<file path="src/rtl/calclk_pkg.sv">
package calclk_pkg;

    localparam int PRE_W    = 8;
    localparam int SEC_W    = 6;
    localparam int MIN_W    = 6;
    localparam int HR_W     = 5;
    localparam int DAY_W    = 16;
    localparam int DCMP_W   = 5;
    localparam int ADDR_W   = 4;
    localparam int DATA_W   = 16;
    localparam int NUM_TAPS = 4;
    localparam int NUM_SRC  = 8;

    localparam int SRC_MIN  = 4;
    localparam int SRC_HR   = 5;
    localparam int SRC_DAY  = 6;
    localparam int SRC_ALM  = 7;

    localparam int CTRL_RUN = 0;
    localparam int CTRL_CLR = 1;

    typedef enum logic [ADDR_W-1:0] {
        REG_CTRL      = 4'd0,
        REG_PRESC     = 4'd1,
        REG_SEC       = 4'd2,
        REG_MIN       = 4'd3,
        REG_HOUR      = 4'd4,
        REG_DAY       = 4'd5,
        REG_CMP_MIN   = 4'd6,
        REG_CMP_HOUR  = 4'd7,
        REG_CMP_DAY   = 4'd8,
        REG_ALM_SEL   = 4'd9,
        REG_IRQ_EN    = 4'd10,
        REG_IRQ_FLAG  = 4'd11
    } reg_addr_e;

    typedef struct packed {
        logic [DAY_W-1:0] day;
        logic [HR_W-1:0]  hour;
        logic [MIN_W-1:0] min;
        logic [SEC_W-1:0] sec;
    } time_t;

    typedef struct packed {
        logic [DCMP_W-1:0] day;
        logic [HR_W-1:0]   hour;
        logic [MIN_W-1:0]  min;
    } alarm_cmp_t;

    typedef struct packed {
        logic day;
        logic hour;
        logic min;
    } alarm_sel_t;

    typedef struct packed {
        logic hour_wrap;
        logic min_wrap;
        logic sec_wrap;
    } roll_t;

    // Prescaler bit watched by tap source g (32, 8, 2, 1 Hz).
    function automatic int tap_bit(input int g);
        case (g)
            0:       return 2;
            1:       return 4;
            2:       return 6;
            default: return 7;
        endcase
    endfunction

    // True when incrementing cur turns bit idx from 0 to 1.
    function automatic logic bit_rises(input logic [PRE_W-1:0] cur, input int idx);
        logic [PRE_W-1:0] nxt;
        nxt = cur + 1'b1;
        return !cur[idx] && nxt[idx];
    endfunction

endpackage

</file>
<file path="src/rtl/calclk_modcnt.sv">
module calclk_modcnt #(
    parameter int          W    = 6,
    parameter int unsigned LAST = 59
) (
    input  logic         clk,
    input  logic         rst,
    input  logic         clr,
    input  logic         inc,
    output logic [W-1:0] val,
    output logic         wrap
);
    localparam logic [W-1:0] LAST_V = W'(LAST);

    assign wrap = inc && (val == LAST_V);

    always_ff @(posedge clk) begin
        if (rst || clr) begin
            val <= '0;
        end else if (inc) begin
            val <= wrap ? '0 : val + 1'b1;
        end
    end
endmodule

</file>
<file path="src/rtl/calclk_prescaler.sv">
module calclk_prescaler
    import calclk_pkg::*;
(
    input  logic                 clk,
    input  logic                 rst,
    input  logic                 clr,
    input  logic                 adv,
    output logic [PRE_W-1:0]     cnt,
    output logic [NUM_TAPS-1:0]  tap_rise,
    output logic                 sec_tick
);
    assign sec_tick = adv && (cnt == {PRE_W{1'b1}});

    for (genvar g = 0; g < NUM_TAPS; g++) begin : g_tap
        assign tap_rise[g] = adv && bit_rises(cnt, tap_bit(g));
    end

    always_ff @(posedge clk) begin
        if (rst || clr) begin
            cnt <= '0;
        end else if (adv) begin
            cnt <= cnt + 1'b1;
        end
    end
endmodule

</file>
<file path="src/rtl/calclk_timecnt.sv">
module calclk_timecnt
    import calclk_pkg::*;
#(
    parameter int unsigned SEC_LAST  = 59,
    parameter int unsigned MIN_LAST  = 59,
    parameter int unsigned HOUR_LAST = 23
) (
    input  logic  clk,
    input  logic  rst,
    input  logic  clr,
    input  logic  sec_tick,
    output time_t now,
    output roll_t roll
);
    localparam int unsigned DAY_LAST = (1 << DAY_W) - 1;

    logic day_wrap;

    calclk_modcnt #(.W(SEC_W), .LAST(SEC_LAST)) u_sec (
        .clk(clk), .rst(rst), .clr(clr), .inc(sec_tick),
        .val(now.sec), .wrap(roll.sec_wrap)
    );

    calclk_modcnt #(.W(MIN_W), .LAST(MIN_LAST)) u_min (
        .clk(clk), .rst(rst), .clr(clr), .inc(roll.sec_wrap),
        .val(now.min), .wrap(roll.min_wrap)
    );

    calclk_modcnt #(.W(HR_W), .LAST(HOUR_LAST)) u_hour (
        .clk(clk), .rst(rst), .clr(clr), .inc(roll.min_wrap),
        .val(now.hour), .wrap(roll.hour_wrap)
    );

    calclk_modcnt #(.W(DAY_W), .LAST(DAY_LAST)) u_day (
        .clk(clk), .rst(rst), .clr(clr), .inc(roll.hour_wrap),
        .val(now.day), .wrap(day_wrap)
    );

    logic unused_day_wrap;
    assign unused_day_wrap = day_wrap;
endmodule

</file>
<file path="src/rtl/calclk_alarm.sv">
module calclk_alarm
    import calclk_pkg::*;
(
    input  logic       clk,
    input  logic       rst,
    input  time_t      now,
    input  alarm_cmp_t cmp,
    input  alarm_sel_t sel,
    output logic       hit
);
    logic match_now;
    logic match_q;
    logic min_ok;
    logic hour_ok;
    logic day_ok;

    always_comb begin
        min_ok    = !sel.min  || (now.min  == cmp.min);
        hour_ok   = !sel.hour || (now.hour == cmp.hour);
        day_ok    = !sel.day  || (now.day[DCMP_W-1:0] == cmp.day);
        match_now = (sel != '0) && min_ok && hour_ok && day_ok;
    end

    always_ff @(posedge clk) begin
        if (rst) match_q <= 1'b0;
        else     match_q <= match_now;
    end

    assign hit = match_now && !match_q;
endmodule

</file>
<file path="src/rtl/calclk_irq.sv">
module calclk_irq
    import calclk_pkg::*;
(
    input  logic               clk,
    input  logic               rst,
    input  logic [NUM_SRC-1:0] set_ev,
    input  logic [NUM_SRC-1:0] clr_mask,
    input  logic [NUM_SRC-1:0] en,
    output logic [NUM_SRC-1:0] flags,
    output logic               irq
);
    for (genvar s = 0; s < NUM_SRC; s++) begin : g_src
        always_ff @(posedge clk) begin
            if (rst)            flags[s] <= 1'b0;
            else if (set_ev[s]) flags[s] <= 1'b1;
            else if (clr_mask[s]) flags[s] <= 1'b0;
        end
    end

    assign irq = |(flags & en);
endmodule

</file>
<file path="src/rtl/calclk_top.sv">
module calclk_top
    import calclk_pkg::*;
#(
    parameter int unsigned SEC_LAST  = 59,
    parameter int unsigned MIN_LAST  = 59,
    parameter int unsigned HOUR_LAST = 23
) (
    input  logic              clk,
    input  logic              rst,
    input  logic              tick_256,
    input  logic              bus_we,
    input  logic [ADDR_W-1:0] bus_addr,
    input  logic [DATA_W-1:0] bus_wdata,
    output logic [DATA_W-1:0] bus_rdata,
    output logic              irq,
    output logic              alarm
);
    logic               run_q;
    alarm_cmp_t         cmp_q;
    alarm_sel_t         sel_q;
    logic [NUM_SRC-1:0] irq_en_q;

    logic               wr_ctrl;
    logic               clr_pulse;
    logic               adv;
    logic [PRE_W-1:0]   presc_cnt;
    logic [NUM_TAPS-1:0] tap_rise;
    logic               sec_tick;
    time_t              now;
    roll_t              roll;
    logic               alarm_hit;
    logic [NUM_SRC-1:0] set_ev;
    logic [NUM_SRC-1:0] w1c_mask;
    logic [NUM_SRC-1:0] irq_flags;
    reg_addr_e          addr_e;

    assign addr_e    = reg_addr_e'(bus_addr);
    assign wr_ctrl   = bus_we && (addr_e == REG_CTRL);
    assign clr_pulse = wr_ctrl && bus_wdata[CTRL_CLR];
    assign adv       = run_q && tick_256 && !clr_pulse;
    assign w1c_mask  = (bus_we && addr_e == REG_IRQ_FLAG) ? bus_wdata[NUM_SRC-1:0] : '0;

    always_ff @(posedge clk) begin
        if (rst) begin
            run_q    <= 1'b0;
            cmp_q    <= '0;
            sel_q    <= '0;
            irq_en_q <= '0;
        end else if (bus_we) begin
            case (addr_e)
                REG_CTRL:     run_q    <= bus_wdata[CTRL_RUN];
                REG_CMP_MIN:  cmp_q.min  <= bus_wdata[MIN_W-1:0];
                REG_CMP_HOUR: cmp_q.hour <= bus_wdata[HR_W-1:0];
                REG_CMP_DAY:  cmp_q.day  <= bus_wdata[DCMP_W-1:0];
                REG_ALM_SEL:  sel_q    <= bus_wdata[2:0];
                REG_IRQ_EN:   irq_en_q <= bus_wdata[NUM_SRC-1:0];
                default:      ;
            endcase
        end
    end

    calclk_prescaler u_pre (
        .clk(clk), .rst(rst), .clr(clr_pulse), .adv(adv),
        .cnt(presc_cnt), .tap_rise(tap_rise), .sec_tick(sec_tick)
    );

    calclk_timecnt #(
        .SEC_LAST(SEC_LAST), .MIN_LAST(MIN_LAST), .HOUR_LAST(HOUR_LAST)
    ) u_time (
        .clk(clk), .rst(rst), .clr(clr_pulse), .sec_tick(sec_tick),
        .now(now), .roll(roll)
    );

    calclk_alarm u_alm (
        .clk(clk), .rst(rst), .now(now), .cmp(cmp_q), .sel(sel_q), .hit(alarm_hit)
    );

    always_comb begin
        set_ev                     = '0;
        set_ev[NUM_TAPS-1:0]       = tap_rise;
        set_ev[SRC_MIN]            = roll.sec_wrap;
        set_ev[SRC_HR]             = roll.min_wrap;
        set_ev[SRC_DAY]            = roll.hour_wrap;
        set_ev[SRC_ALM]            = alarm_hit;
    end

    calclk_irq u_irq (
        .clk(clk), .rst(rst), .set_ev(set_ev), .clr_mask(w1c_mask),
        .en(irq_en_q), .flags(irq_flags), .irq(irq)
    );

    assign alarm = alarm_hit;

    always_comb begin
        bus_rdata = '0;
        case (addr_e)
            REG_CTRL:     bus_rdata = DATA_W'(run_q);
            REG_PRESC:    bus_rdata = DATA_W'(presc_cnt);
            REG_SEC:      bus_rdata = DATA_W'(now.sec);
            REG_MIN:      bus_rdata = DATA_W'(now.min);
            REG_HOUR:     bus_rdata = DATA_W'(now.hour);
            REG_DAY:      bus_rdata = DATA_W'(now.day);
            REG_CMP_MIN:  bus_rdata = DATA_W'(cmp_q.min);
            REG_CMP_HOUR: bus_rdata = DATA_W'(cmp_q.hour);
            REG_CMP_DAY:  bus_rdata = DATA_W'(cmp_q.day);
            REG_ALM_SEL:  bus_rdata = DATA_W'(sel_q);
            REG_IRQ_EN:   bus_rdata = DATA_W'(irq_en_q);
            REG_IRQ_FLAG: bus_rdata = DATA_W'(irq_flags);
            default:      bus_rdata = '0;
        endcase
    end
endmodule

</file>
<file path="config.mk">
export PLATFORM = sky130hd
export DESIGN_NAME = calclk_top
export DESIGN_NICKNAME = d
export VERILOG_FILES = /design/src/rtl/calclk_pkg.sv /design/src/rtl/calclk_modcnt.sv /design/src/rtl/calclk_prescaler.sv /design/src/rtl/calclk_timecnt.sv /design/src/rtl/calclk_alarm.sv /design/src/rtl/calclk_irq.sv /design/src/rtl/calclk_top.sv
export SDC_FILE = /design/constraint.sdc
export NUM_CORES = 1
export LEC_CHECK = 0
export ABC_CLOCK_PERIOD_IN_PS = 1800
export BUFFER_PORTS_ARGS = -buffer_cell sky130_fd_sc_hd__buf_4
export CAP_MARGIN = 10
export CORE_ASPECT_RATIO = 1.75
export CORE_UTILIZATION = 56
export CTS_BUF_LIST = sky130_fd_sc_hd__clkbuf_8
export CTS_CLUSTER_SIZE = 40
export DETAILED_ROUTE_END_ITERATION = 7
export GPL_TIMING_DRIVEN = 0
export PLACE_DENSITY = 0.79
export SYNTH_ARGS = -nofsm -noshare
export SYNTH_HDL_FRONTEND = slang
export SYNTH_SLANG_ARGS = --single-unit
</file>
<file path="constraint.sdc">
create_clock -name clk -period 1.8 [get_ports clk]
set_input_delay 0.09 -clock clk [delete_from_list [all_inputs] [get_ports clk]]
set_output_delay 0.09 -clock clk [all_outputs]
set_load 0.01 [all_outputs]
</file>
==> results.sh, run 1 <==
export IMPL_r2r_cells=9
export IMPL_cts_tree="built"
export IMPL_grtUsageMet3_pct=7.05
export IMPL_ant_nets=0
export IMPL_htreeDepth=3
export IMPL_via_per_inst=6.62
export IMPL_startpoint="u_pre.cnt[1]$_SDFFE_PP0P_"
export IMPL_worstSetupStartpointType="register"
export IMPL_hold_depth=3
export IMPL_design_core_area_sq_um=7620
export IMPL_cts_root_buf="clkbuf_8"
export IMPL_drt_first_pass_iters=6
export IMPL_status="finished, violations left"
export IMPL_r2r_start="u_pre.cnt[1]$_SDFFE_PP0P_"
export IMPL_cts_buffers=9
export IMPL_r2r_end="u_time.u_day.val[1]$_SDFFE_PP0N_"
export IMPL_diodes=0
export IMPL_slowest_stage="nor4b_4"
export IMPL_drt_initial_drc_count=419
export IMPL_p_per_area_nw_per_um2=593
export IMPL_met1_usage_pct=38.2
export IMPL_worst_hold_startpoint="bus_wdata[3]"
export IMPL_synth_cell_types=55
export IMPL_hold_path_class="in2reg"
export IMPL_syn_inst=541
export IMPL_cap_violations=0
export IMPL_ys_flop_type="dfxtp_1"
export IMPL_synth_warnings=0
export IMPL_violations="setup timing"
export IMPL_grt_first_pass_wirelength_mm=23.7
export IMPL_antenna_found_initial=0
export IMPL_yosysTopAreaCellShare_pct=35.0
export IMPL_placed_area_sq_um=4880
export IMPL_tightest_slew_ns=0.745
export IMPL_reg2reg_slack_ns=-0.41
export IMPL_synth_largest_area_cell="dfxtp_1"
export IMPL_rsz0062_at_grt="yes"
export IMPL_drive_gt1_share_pct=33.8
export IMPL_syn_area_per_cell_sq_um=8.25
export IMPL_dpl_hpwl_mm=11.3
export IMPL_clock_sinks=78
export IMPL_dp_cells=661
export IMPL_synth_edf_count=0
export IMPL_wl_per_cell_um=22.6
export IMPL_ys_seq_area_share_pct=35.0
export IMPL_power_leakage_nw=2.17
export IMPL_ys_seq_elements=78
export IMPL_finalNetCount=665
export IMPL_slew_viol_final=0
export IMPL_layout_min_cycle_time_ns=2.21
export IMPL_dieWidth_um=69.5
export IMPL_io_pins=42
export IMPL_fin_worst_skew_ns=0.00945
export IMPL_die_area_sq_um=8350
export IMPL_vias=4800
export IMPL_path_max_fanout=8
export IMPL_finalWeightedCongestion=0.972
export IMPL_fin_ws_ns=-0.407
export IMPL_rows=42
export IMPL_worst_path_buf_inv=3
export IMPL_synthArstFlopShare_pct=0
export IMPL_grt_max_degree=15
export IMPL_syn_nets=574
export IMPL_final_cells=725
export IMPL_io_buffer_count=32
export IMPL_max_stage_delay_ns=0.41
export IMPL_critical_path_arrival_ns=2.51
export IMPL_path_cells="ha_4, nand3_4, nor4b_4, buf_4, nand4_1, buf_6, buf_8, or3b_4, a21oi_2"
export IMPL_fmax_mhz=453
export IMPL_worstPathRequired_ns=2.10
export IMPL_whs_endpoint="cmp_q[3]$_SDFFE_PP0P_"
export IMPL_irDropWorstVdd_v=0.000533
export IMPL_grt_use_met2_pct=68.0
export IMPL_clk_path_buf_depth=2
export IMPL_insertion_delay_ns=0.37
export IMPL_fin_area_sq_um=5920
export IMPL_end_kind="register"
export IMPL_wirelength_mm=16.4
export IMPL_fin_hold_ws_ns=0.0167
export IMPL_path_clk_slew_ns=0.08
export IMPL_netlist_area_sq_um=4460
export IMPL_setup_violations=25
export IMPL_drc=0
export IMPL_initial_core_util_pct=58.6
export IMPL_track_usage_pct=37.7
export IMPL_worstSetupPathType="reg2reg"
export IMPL_area_growth_pct=32.6
export IMPL_grt_busiest_layer="met2"
export IMPL_hold_violations=0
export IMPL_grt_overflow=0
export IMPL_post_route_period_util_pct=123
export IMPL_grt_pass1_vias=4448
export IMPL_synth_area_leaders="dfxtp_1, mux2i_1, nor2_1, a21oi_1, nand3_1"
export IMPL_slew_headroom_pct=50.1
export IMPL_path_delay_family="simple AND/OR/NAND/NOR gates"
export IMPL_die_h_um=120
what timing repair did:
action	4_1_cts	5_1_grt
pin swaps	23	32
endpoints found under the hold margin	7	0
endpoints found under the setup margin	40	43
hold buffers	4	0
buffers inserted	24	24
gates resized for setup	64	75
worst reg2reg max path, stage by stage, from the launching register on:
cell,delay (ns)
dfxtp_4,0.36
ha_4,0.15
nand3_4,0.12
nor4b_4,0.41
buf_4,0.19
nand4_1,0.11
buf_6,0.18
buf_8,0.14
or3b_4,0.37
a21oi_2,0.11
state kept, by name (all words and copies together) (netlist names):
name / cells
u_pre.cnt: 8
cmp_q: 16
u_time.u_min.val: 6
run_q: 1
u_irq.flags: 8
irq_en_q: 8
u_alm.match_q: 1
u_time.u_sec.val: 6
u_time.u_day.val: 16
sel_q: 3
u_time.u_hour.val: 5
per-layer routing:
layer	vias up	share of wire (%)	wire (um)
li1	2140	-	-
met1	2282	35	5760
met2	275	51	8290
met3	103	6.4	1050
met4	0	7.9	1290
met5	-	0	0
layout make-up:
type | count | area [sq um]
timing repair buffer | 82 | 667
clock buffer | 10 | 138
clock inverter | 6 | 92.6
sequential | 78 | 1650
buffer | 30 | 190
inverter | 15 | 56.3
multi-input combinational | 416 | 3010
tap | 88 | 110
fill | 522 | 1700
cells in the final DEF (no fill, tap or decap), types with 13 or more instances in the layout:
cell	n
nor2_1	66
dfxtp_1	44
a21oi_1	28
a22oi_1	13
and3_1	16
nand3_1	29
buf_4	67
dfxtp_4	19
o21ai_0	20
clkbuf_8	13
nand2_1	32
dfxtp_2	15
a21oi_2	14
mux2i_1	33
buf_6	14
inv_1	15
nand4_1	13
xor2_1	16
where the power goes:
part / internal, mW / switching (mW) / total, mW
Combinational: 0.0916 / 0.175 / 0.266
Sequential: 1.71 / 0.0127 / 1.72
Clock: 0.828 / 0.698 / 1.53
Yosys cell counts (5+ instances only):
cell	instances
inv_1	15
o31ai_1	5
nor2_1	66
o21ai_0	27
ha_1	9
nand3_1	32
buf_2	6
a21oi_1	41
a22oi_1	14
xor2_1	16
or3_1	7
dfxtp_1	78
nor2b_1	7
or4_1	10
nand2_1	35
xnor2_1	13
a31oi_1	5
mux2i_1	33
nand4_1	13
clkbuf_1	19
and3_1	17
nor3_1	5
mux2_2	5
cell families (layout without fill, tap and decap cells):
logic type      Yosys count  count (layout)  share of synthesized area (%)
mux                      38              38                           8.66
simple gates            221             221                           26.7
fa+ha+maj                 9               9                           2.52
flops                    78              78                           35.0
xor+xnor                 29              29                           5.69
buf+inv                  47             143                           4.96
compound gates          119             119                           16.5
worst max path at each step:
stage / cells after the start / endpoint
after global placement: 7 / u_time.u_day.val[13]$_SDFFE_PP0N_
after global routing: 9 / u_time.u_day.val[1]$_SDFFE_PP0N_
after detailed placement: 7 / u_time.u_day.val[13]$_SDFFE_PP0N_
after CTS: 6 / bus_rdata[0]
after floorplan: 7 / u_time.u_day.val[1]$_SDFFE_PP0N_
final: 9 / u_time.u_day.val[1]$_SDFFE_PP0N_
stage by stage:
stage / setup TNS, ns / worst slack (ns) / power (mW) / util (%)
6_report: -5.17 / -0.407 / 3.51 / 77.7
5_1_grt: -7.09 / -0.487 / 3.59 / 77.7
4_1_cts: -3.26 / -0.271 / 3.51 / 72.4
3_5_place_dp: -8.77 / -0.519 / 2.02 / 64.0
3_3_place_gp: -7.41 / -0.415 / 2.02 / 64.0
2_1_floorplan: -0.0164 / -0.0164 / 1.92 / -
Note: power is estimated with default switching activity, not from simulation.
==> inputs of run 2 (changes only) <==
PLACE_DENSITY = 0.88   (was 0.79)
==> run 2 against run 1 <==
- the run still ends with setup timing left
- critical path depth is 3 lower
- worst hold slack worse by 0.0032 ns
- combinational power shrank 3%
- first-iteration DRC count grew 25%
- routed wire length rose by 2.4%
- core utilization decreased by 0.61 points
- clock skew increased by 0.0046 ns
- critical path type is now reg2out
- largest cell class unchanged
==> results.sh, run 2 (synthesis results as in run 1) <==
export IMPL_status="finished, violations left"
export IMPL_violations="setup timing"
export IMPL_cap_violations=0
export IMPL_fin_worst_skew_ns=0.0140
export IMPL_tightest_slew_ns=0.775
export IMPL_cts_tree="built"
export IMPL_grt_use_met2_pct=67.0
export IMPL_combPwrFrac_pct=7.3
export IMPL_sequentialPowerShare_pct=48.8
export IMPL_insertion_delay_ns=0.38
export IMPL_met1_usage_pct=39.5
export IMPL_dpl_hpwl_mm=11.1
export IMPL_slew_viol_final=0
export IMPL_hold_violations=0
export IMPL_wirelength_mm=16.8
export IMPL_vias=4811
export IMPL_grt_pass1_vias=4597
export IMPL_cts_root_buf="clkbuf_8"
export IMPL_cts_buffers=9
export IMPL_die_area_sq_um=8350
export IMPL_hold_path_class="in2reg"
export IMPL_drive_gt1_share_pct=29.7
export IMPL_clkPwrFrac_pct=43.8
export IMPL_fin_setup_tns_ns=-3.70
export IMPL_track_usage_pct=38.9
export IMPL_grt_max_degree=13
export IMPL_post_route_period_util_pct=117
export IMPL_layout_min_cycle_time_ns=2.10
export IMPL_worstSetupPathType="reg2out"
export IMPL_end_kind="primary output"
export IMPL_dieWidth_um=69.5
export IMPL_finalNetCount=661
export IMPL_grt_busiest_layer="met2"
export IMPL_finalWeightedCongestion=1.04
export IMPL_ant_nets=0
export IMPL_diodes=0
export IMPL_path_clk_slew_ns=0.09
export IMPL_nFillCells=526
export IMPL_initial_core_util_pct=58.6
export IMPL_irDropWorstVdd_v=0.000640
export IMPL_final_cell_mix="nor2_1, buf_4, dfxtp_1"
export IMPL_drc=0
export IMPL_r2r_cells=6
export IMPL_io_buffer_count=32
export IMPL_grt_overflow=0
export IMPL_worstPathRequired_ns=1.71
export IMPL_power_leakage_nw=2.16
export IMPL_switching_share_pct=23.9
export IMPL_slew_headroom_pct=48.1
export IMPL_fmax_mhz=475
export IMPL_htreeDepth=3
export IMPL_post_route_util_pct=77.1
export IMPL_critical_path_arrival_ns=2.01
export IMPL_hold_depth=3
export IMPL_wl_per_cell_um=23.3
export IMPL_setup_violations=25
export IMPL_drt_initial_drc_count=523
export IMPL_rows=42
export IMPL_die_h_um=120
export IMPL_p_int_mw=2.69
export IMPL_antenna_found_initial=0
export IMPL_worstSetupStartpointType="register"
export IMPL_area_growth_pct=31.6
export IMPL_path_max_fanout=2
export IMPL_clock_sinks=78
export IMPL_io_pins=42
export IMPL_clk_path_buf_depth=2
export IMPL_via_per_inst=6.67
export IMPL_p_per_area_nw_per_um2=603
export IMPL_grtUsageMet3_pct=5.63
export IMPL_fin_ws_ns=-0.304
export IMPL_reg_largest_list="cmp_q (16), u_time.u_day.val (16)"
export IMPL_layout_commonest_cell="nor2_1"
export IMPL_rsz0062_at_grt="yes"
export IMPL_design_core_area_sq_um=7620
export IMPL_drt_first_pass_iters=6
export IMPL_grt_first_pass_wirelength_mm=24.4
export IMPL_p_sw_mw=0.847
run 2: area by class of cell:
cell class / instances / area, sq um / share of cell area, %
multi-input cells: 416 / 3000 / 51.0
flip-flops and latches: 78 / 1620 / 27.7
repair buffers: 78 / 667 / 11.4
plain buffers: 30 / 184 / 3.13
clock buffers: 12 / 165 / 2.81
well taps: 88 / 110 / 1.87
clock inverters: 4 / 68.8 / 1.17
inverters: 15 / 56.3 / 0.959
run 2: path summary, 6_finish.rpt:
path                                          start  slack, ns                               end
hold / removal                         bus_wdata[0]       0.01                run_q$_SDFFE_PP0N_
hold reg to reg         u_irq.flags[4]$_SDFFE_PP0P_       0.50       u_irq.flags[4]$_SDFFE_PP0P_
setup reg to reg  u_time.u_day.val[12]$_SDFFE_PP0N_      -0.22  u_time.u_day.val[3]$_SDFFE_PP0N_
setup / recovery           irq_en_q[0]$_SDFFE_PP0P_      -0.30                      bus_rdata[0]
run 2: power groups by stage:
stage	Clock [mW]	Combinational [mW]	Sequential, mW
after global routing	1.61	0.273	1.73
after global placement	0	0.233	1.79
final	1.55	0.259	1.73
after detailed placement	0	0.234	1.79
after CTS	1.54	0.247	1.73
after floorplan	0	0.137	1.78
run 2: critical path, cell delays in order (launching register included):
cell	delay, ns
dfxtp_2	0.33
mux2_4	0.28
a22o_1	0.18
a32oi_1	0.15
nor2_1	0.06
or4_4	0.50
buf_6	0.14
run 2: repair_timing:
item | 4_1_cts | 5_1_grt
hold buffers | 4 | 0
endpoints found under the setup margin | 33 | 43
pin swaps | 41 | 18
setup buffers | 34 | 8
gates cloned | 2 | 0
hold endpoints to repair | 6 | 0
resized for setup | 63 | 46
run 2: per-stage QoR:
stage          worst slack [ns]  std cells  hold slack, ns  area [sq um]  total power [mW]
2_1_floorplan           -0.0164        541           0.237          4530              1.92
3_3_place_gp             -0.408        661           0.340          4880              2.02
3_5_place_dp             -0.429        661           0.359          4880              2.02
4_1_cts                  -0.298        716          0.0107          5690              3.52
5_1_grt                  -0.345        721          0.0447          5870              3.61
6_report                 -0.304        721          0.0136          5870              3.54
run 2: layer usage:
layer | share of wire (%) | up-vias
met4 | 9.5 | 0
met2 | 49 | 324
li1 | - | 2131
met5 | 0 | -
met3 | 6.9 | 109
met1 | 35 | 2247
